### src/rtl/pwm_sample_timer.sv
module pwm_sample_timer #(
  parameter int PERIOD   = 1000,
  parameter int GUARD    = 8,
  parameter int DUTY_MIN = 40,
  parameter int DUTY_MAX = 950,
  localparam int CW      = $clog2(PERIOD)
) (
  input  logic          clk,
  input  logic          rst_n,
  input  logic [CW-1:0] duty_cmd,
  input  logic [1:0]    mode_sel,
  input  logic [CW-1:0] pre_gap,
  input  logic [CW-1:0] post_gap,
  output logic          gate,
  output logic          sample_stb,
  output logic          update_stb
);

  localparam logic [CW-1:0] LAST = CW'(PERIOD - 1);
  localparam logic [CW-1:0] G    = CW'(GUARD);
  localparam logic [CW-1:0] DMIN = CW'(DUTY_MIN);
  localparam logic [CW-1:0] DMAX = CW'(DUTY_MAX);

  logic [CW-1:0] cnt, duty_q, duty_hold;
  logic [CW-1:0] duty_lim, win_hi, pre_pos, post_pos, smp_pos, floor_a, duty_a;
  logic          smp_done, smp_d;
  logic          at_end, pre_mode;

  assign at_end   = (cnt == LAST);
  assign pre_mode = (mode_sel != 2'd1);
  assign duty_lim = (duty_cmd < DMIN) ? DMIN : (duty_cmd > DMAX) ? DMAX : duty_cmd;
  assign win_hi   = duty_q - G;

  always_comb begin
    if (pre_gap < G)           pre_pos = win_hi;
    else if (pre_gap > win_hi) pre_pos = G;
    else                       pre_pos = duty_q - pre_gap;
  end

  assign post_pos = (post_gap < G) ? G : (post_gap > win_hi) ? win_hi : post_gap;
  assign smp_pos  = pre_mode ? pre_pos : post_pos;

  assign floor_a  = cnt + CW'(GUARD - 1);
  assign duty_a   = (duty_lim > floor_a) ? duty_lim : floor_a;

  assign gate       = (cnt < duty_q);
  assign sample_stb = (cnt == smp_pos) && !smp_done;
  assign update_stb = smp_d || (at_end && (mode_sel == 2'd1 || mode_sel == 2'd2));

  always_ff @(posedge clk) begin
    if (!rst_n) begin
      cnt       <= '0;
      duty_q    <= DMIN;
      duty_hold <= DMIN;
      smp_done  <= 1'b0;
      smp_d     <= 1'b0;
    end else begin
      cnt      <= at_end ? '0 : cnt + CW'(1);
      smp_done <= at_end ? 1'b0 : (smp_done | sample_stb);
      smp_d    <= sample_stb && (mode_sel == 2'd0 || mode_sel == 2'd3);
      if (at_end) duty_hold <= duty_lim;
      if (smp_d)
        duty_q <= duty_a;
      else if (at_end && mode_sel == 2'd1)
        duty_q <= duty_lim;
      else if (at_end && mode_sel == 2'd2)
        duty_q <= duty_hold;
    end
  end

endmodule

### config.mk
export PLATFORM = sky130hd
export DESIGN_NAME = pwm_sample_timer
export DESIGN_NICKNAME = d
export VERILOG_FILES = /design/src/rtl/pwm_sample_timer.sv
export SDC_FILE = /design/constraint.sdc
export NUM_CORES = 1
export LEC_CHECK = 0
export BUFFER_PORTS_ARGS = -buffer_cell sky130_fd_sc_hd__buf_2
export CELL_PAD_IN_SITES_DETAIL_PLACEMENT = 1
export CELL_PAD_IN_SITES_GLOBAL_PLACEMENT = 1
export CORE_UTILIZATION = 49
export DETAILED_ROUTE_END_ITERATION = 10
export GPL_TIMING_DRIVEN = 0
export PLACE_DENSITY_LB_ADDON = 0.2
export SYNTH_ARGS = -nofsm -noshare
export SYNTH_HDL_FRONTEND = slang
export SYNTH_SLANG_ARGS = --single-unit
### constraint.sdc
create_clock -name clk -period 9.6 [get_ports clk]
set_input_delay 1.92 -clock clk [delete_from_list [all_inputs] [get_ports clk]]
set_output_delay 1.92 -clock clk [all_outputs]
set_load 0.005 [all_outputs]
==> flow_summary.toml, run 1 <==
[routing]
route.detailed.drc = 0
drt-met1-wl_um = 5600
viasPerCell = 6.32
met3WireLength_um = 593
vias = 4291
drt_iter0_drc = 149
wl_met2_um = 7310
finalWirelength_um = 14100
drt-pass1-iter-count = 4
wl_per_cell_um = 20.8
ant_nets = 0
top_layer_used = "met4"

[critical_path]
r2r-start = "duty_q[3]"
startpoint = "pre_gap[3]"
cp-start-kind = "primary input"
worst_ep_arrival_time_ns = 5.44
required_ns = 7.68
path_max_fanout = 6
end_kind = "primary output"
crit_type = "in2out"

[power]
peakVddDrop_mv = 0.0815
cellPowerDensity_nw_per_um2 = 78.4
p_leak_nw = 1.88

[yosys]
synthCells = 534
syn_nets = 615
async_flop_share_pct = 0
ys_seq_area_share_pct = 15.7
avgSynthCellArea_um2 = 7.65
synth_cell_types = 83
yosys_warnings = 0
synth_area_um2 = 4080
synth_edf_count = 0
synth_ff_type = "dfxtp_1"
ys_ff_latch = 32

[cells_and_area]
area_growth_pct = 9.44
drive_gt1_share_pct = 14.0
nets = 658
final_common_cell = "nand2_1"
diodes = 0
final_cell_mix = "53 x nand2_1, 46 x ha_1, 43 x nor2_1, 37 x o21ai_0, 37 x buf_2"

[clock_tree]
hold_buffers = 0
clk_path_buf_depth = 2
cts_tree = "done"
path_clk_slew_ns = 0.07
cts.sinks = 32
cts_resized = 0
clockRootBuffer = "clkbuf_8"
cts_setup_buffers = 0
cts_made_buffers = 5
cts.htree.levels = 2
clock_latency_ns = 0.29

[die]
io_pins = 37
core_um2 = 7890
initial_core_util_pct = 51.8
die_area_um2 = 8700
num_rows = 32
die_width_um = 93.3
die_h_um = 93.3

[sta]
setup_violations = 0
slew_viol_final = 0
fin_crit_ns = 7.36
setup_tns_ns = 0
post-route-period-util_pct = 76.7
worst_slew_pin_slew_ns = 0.939
whs_ns = 0.483
finalHoldViolCount = 0
fmax_ghz = 0.136
relSlewSlack_pct = 36.8
grt_setup_unrepaired = "no"
fin_skew_ns = 0.00907

[place]
post-dp-hpwl_um = 11600
port_buffers = 36
gp_congestion = 0.912

[global_routing]
grt_pass1_wl_um = 22600
grtUsageTotal_pct = 33.7
antenna_found_initial = 0
grt_max_degree = 11
grt_pass1_vias = 4544
grt_overflow = 0

[run]
timing.max_cap.violations = 0

[run_status]
status = "finished clean"

[min_path]
hold_path_class = "reg2reg"
worstHoldStart = "duty_hold[5]"
==> through the flow <==
stage	setup WS (ns)	total power, mW	cells	util [%]	instance area [µm²]
floorplan	2.99	0.211	534	-	4080
global placement	2.28	0.243	672	55.7	4390
detailed placement	2.27	0.249	672	55.7	4390
CTS	2.26	0.349	679	56.6	4470
global route	2.07	0.367	679	56.6	4470
finish	2.24	0.350	679	56.6	4470
==> final timing paths <==
path                       end  slack (ns)  cells after the start
setup / recovery    sample_stb        2.24                     14
setup reg to reg         smp_d        4.74                     15
hold reg to reg   duty_hold[5]        0.48                      2
hold / removal    duty_hold[5]        0.48                      2
==> layout make-up <==
cell class,instances,area [µm²]
Buffer,23,136
Sequential cell,32,641
Fill cell,1053,3420
Multi-Input combinational cell,442,3170
Timing Repair Buffer,36,180
Tap cell,102,128
Clock inverter,1,5.00
Clock buffer,6,72.6
Inverter,37,139
==> worst max-delay path, cell delays in order <==
cell,delay [ns]
buf_2,0.10
inv_1,0.04
ha_1,0.37
and3b_1,0.19
o21ai_0,0.15
a31oi_1,0.14
o2111ai_1,0.29
nand3_1,0.25
or3b_2,0.55
mux2i_1,0.14
a2111o_1,0.38
or3_4,0.39
nor4_4,0.33
buf_2,0.18
==> synthesized netlist by cell type (3+ instances only) <==
cell / number / share of area (%)
a211oi_1: 8 / 1.5
a21boi_0: 7 / 1.3
a21o_1: 7 / 1.3
a21oi_1: 21 / 2.6
a22oi_1: 6 / 1.1
a31oi_1: 7 / 1.1
and2_1: 8 / 1.2
and3_1: 5 / 0.77
clkbuf_1: 15 / 1.4
clkbuf_8: 3 / 1.0
dfxtp_1: 32 / 16
ha_1: 46 / 14
inv_1: 36 / 3.3
mux2_2: 3 / 0.83
mux2i_1: 15 / 3.7
nand2_1: 53 / 4.9
nand2b_1: 11 / 1.7
nand3_1: 18 / 2.2
nand4_1: 8 / 1.2
nor2_1: 43 / 4.0
nor2b_1: 10 / 1.5
nor3_1: 11 / 1.3
nor4_1: 3 / 0.46
o2111ai_1: 6 / 1.3
o211ai_1: 11 / 2.0
o21ai_0: 37 / 4.5
o221ai_1: 3 / 0.64
o22ai_1: 5 / 0.77
or3_1: 3 / 0.46
xnor2_1: 16 / 3.4
xnor3_1: 4 / 2.2
xor2_1: 11 / 2.4
==> logic make-up after synthesis <==
family | after synthesis | share of synthesized area, %
compound gates | 142 | 23.6
xor+xnor | 32 | 8.40
fa+ha+maj | 47 | 14.6
buf+inv | 60 | 6.74
flops | 32 | 15.7
mux | 18 | 4.50
simple gates | 203 | 26.5
==> metal layers <==
layer / GRT usage [%] / vias up
li1: - / 2014
met1: 37.4 / 2092
met2: 64.3 / 138
met3: 3.09 / 47
met4: 14.7 / 0
met5: 0 / -
==> power by group <==
group	switching [mW]	internal [mW]	leakage (nW)
registers	0.00383	0.134	0.259
logic	0.0652	0.0443	1.58
clock network	0.0531	0.0493	0.0410
==> flip-flops by register name, summed over array words and instances (netlist names) <==
signal / cells
cnt: 10
duty_hold: 10
duty_q: 10
smp_d: 1
smp_done: 1
(Power assumes the default switching activity.)
==> inputs of run 2 (changes only) <==
- ABC_AREA: default -> 1
- CORE_UTILIZATION: 49 -> 42
- clock period: 9.6 -> 7.3 ns (I/O delays scaled with it)
==> flow_summary.toml, run 2 <==
[run]
timing.max_cap.violations = 0

[cells_and_area]
final_area_um2 = 4270
final_cells = 780
top_regs = "cnt (10), duty_hold (10), duty_q (10)"
final_common_cell = "nand2_1"
drive_gt1_share_pct = 9.38
fillCellCount = 1274
diodes = 0
nets = 752
area_growth_pct = 11.1
final_cell_mix = "137 x nand2_1, 101 x inv_1, 55 x nand3_1, 51 x a21oi_1, 49 x o21ai_0"

[power]
cellPowerDensity_nw_per_um2 = 115
p_leak_nw = 2.04
p_switching_uw = 163
pwr-share-clk_pct = 35.1
p_int_uw = 327
comb_power_share_pct = 28.1
switching_share_pct = 33.3
p_seq_share_pct = 36.8
peakVddDrop_mv = 0.0576

[sta]
slew_viol_final = 0
fin_crit_ns = 5.91
post-route-period-util_pct = 80.9
grt_setup_unrepaired = "no"
setup_tns_ns = 0
setup_violations = 0
fmax_ghz = 0.169
worst_slew_pin_slew_ns = 0.750
whs_ns = 0.457
relSlewSlack_pct = 49.6
fin_skew_ns = 0.0104
finalHoldViolCount = 0

[yosys]
yosys.area.top_type = "dfxtp_1"
synthMostInstantiatedCell = "nand2_1"
yosys.area.top_type_share_pct = 16.7
synth_cell_types = 36
synthTopCellsByArea = "dfxtp_1 17%, ha_1 15%, nand2_1 13%, inv_1 9.9%, nand3_1 7.2%"
avgSynthCellArea_um2 = 6.12
synth_edf_count = 0
synth_top_cells_by_count = "137 x nand2_1, 101 x inv_1, 55 x nand3_1"
syn_nets = 709
synthCells = 628
yosys_warnings = 0
async_flop_share_pct = 0
synth_area_um2 = 3840
ys_ff_latch = 32
ys_seq_area_share_pct = 16.7
synth_ff_type = "dfxtp_1"

[place]
placed_cells = 772
port_buffers = 36
post-dp-hpwl_um = 11200
gp_congestion = 0.940
postPlaceCellArea_um2 = 4160

[routing]
route.detailed.drc = 10
ant_nets = 0
wl_per_cell_um = 17.2
finalWirelength_um = 13400
drt-pass1-iter-count = 7
drt_iter0_drc = 132
vias = 4334
viasPerCell = 5.56

[clock_tree]
cts_made_buffers = 5
cts.sinks = 32
cts_setup_buffers = 0
cts.htree.levels = 2
hold_buffers = 0
clk_path_buf_depth = 2
cts_resized = 0
clock_latency_ns = 0.29
cts_tree = "done"
path_clk_slew_ns = 0.07
clockRootBuffer = "clkbuf_8"

[die]
die_h_um = 97.7
core_um2 = 8810
die_width_um = 97.7
die_area_um2 = 9540
num_rows = 34
initial_core_util_pct = 43.6
io_pins = 37

[global_routing]
grt_pass1_vias = 4571
grt_pass1_wl_um = 22800
grtUsageTotal_pct = 30.2
grt_overflow = 0
antenna_found_initial = 0
grt_max_degree = 12

[critical_path]
required_ns = 5.84
r2r-start = "duty_q[3]"
crit_type = "reg2out"
worst_ep_arrival_time_ns = 4.45
path_max_fanout = 8
end_kind = "primary output"
rr_worst_depth = 21
cp-start-kind = "flop"
ff2ff_setup_slack_ns = 3.14
timing.rr.end = "smp_d"

[min_path]
worstHoldStart = "smp_done"
hold_path_depth = 2
hold_path_class = "reg2reg"
holdPathEnd = "smp_done"

[run_status]
violations = "design-rule violations"
status = "finished, violations left"
==> run 2: cell count changes after synthesis, moves of 10 or more <==
cell	before	now
nand2_1	53	137
inv_1	36	101
nand3_1	18	55
a21oi_1	21	51
mux2i_1	15	0
o21ai_0	37	49
xnor2_1	16	4
nand2b_1	11	0
nor2b_1	10	0
==> run 2: worst max-delay path, stage by stage, from the launching register on <==
cell and delay [ns]:
dfxtp_1 0.50, inv_1 0.22, ha_1 0.33, xnor2_1 0.59, ha_1 0.39, a21oi_1 0.13, o21ai_0 0.09, o21ai_0 0.15
nand2_1 0.06, nand2_1 0.07, nand2_1 0.05, nand3_1 0.12, nand2_1 0.21, o21ai_1 0.38, nand2_1 0.14, nand2_1 0.09
nand2_1 0.06, nor2_1 0.09, nand2_1 0.05, nor2_1 0.12, nand3_1 0.14, inv_1 0.07, buf_2 0.10
==> run 2: worst max path at each step <==
stage	startpoint	endpoint	cells past startpoint
final	duty_q[3]	sample_stb	22
after global routing	duty_q[3]	sample_stb	22
after global placement	pre_gap[2]	sample_stb	20
after detailed placement	pre_gap[3]	sample_stb	22
after CTS	duty_q[3]	sample_stb	22
after floorplan	pre_gap[2]	sample_stb	18
==> run 2: metrics by stage <==
| stage | setup WS [ns] | util, % | total power, mW |
|---|---|---|---|
| 2_1_floorplan | 2.39 | - | 0.274 |
| 3_3_place_gp | 1.75 | 47.2 | 0.315 |
| 3_5_place_dp | 1.68 | 47.2 | 0.321 |
| 4_1_cts | 1.42 | 48.5 | 0.491 |
| 5_1_grt | 0.971 | 48.5 | 0.520 |
| 6_report | 1.39 | 48.5 | 0.489 |
==> run 2: per-layer routing <==
metal	vias up	wire length [µm]	track usage [%]	part of all wire, %
met5	-	0	0	0
met4	0	425	11.3	3.2
met3	26	475	2.45	3.5
met2	84	6410	53.7	48
met1	2039	6080	37.8	45
li1	2185	-	-	-
==> run 2: final cells by class <==
class                      count  area [µm²]  share of cell area (%)
inverter                     102         383                    8.97
multi-input combinational    480        2760                    64.6
tap                          108         135                    3.16
sequential                    32         641                    15.0
clock buffer                   5        68.8                    1.61
timing repair buffer          36         180                    4.22
clock inverter                 3        42.5                   0.996
buffer                        14        60.1                    1.41
==> run 2: logic make-up (layout without fill, tap and decap cells) <==
group	count (synthesis)	after routing	share of synthesized area, %
buffers and inverters	116	160	11.5
AOI/OAI and AO/OA	140	140	20.0
DFF	32	32	16.7
xor gates and xnor gates	19	19	4.33
and+or+nand+nor	274	274	32.0
adders and majority gates	47	47	15.5
==> run 2: power groups by stage <==
stage	Combinational, mW	Sequential [mW]	Clock, mW
2_1_floorplan	0.0916	0.182	0
3_3_place_gp	0.131	0.184	0
3_5_place_dp	0.137	0.184	0
4_1_cts	0.138	0.180	0.174
5_1_grt	0.158	0.180	0.181
6_report	0.138	0.180	0.172
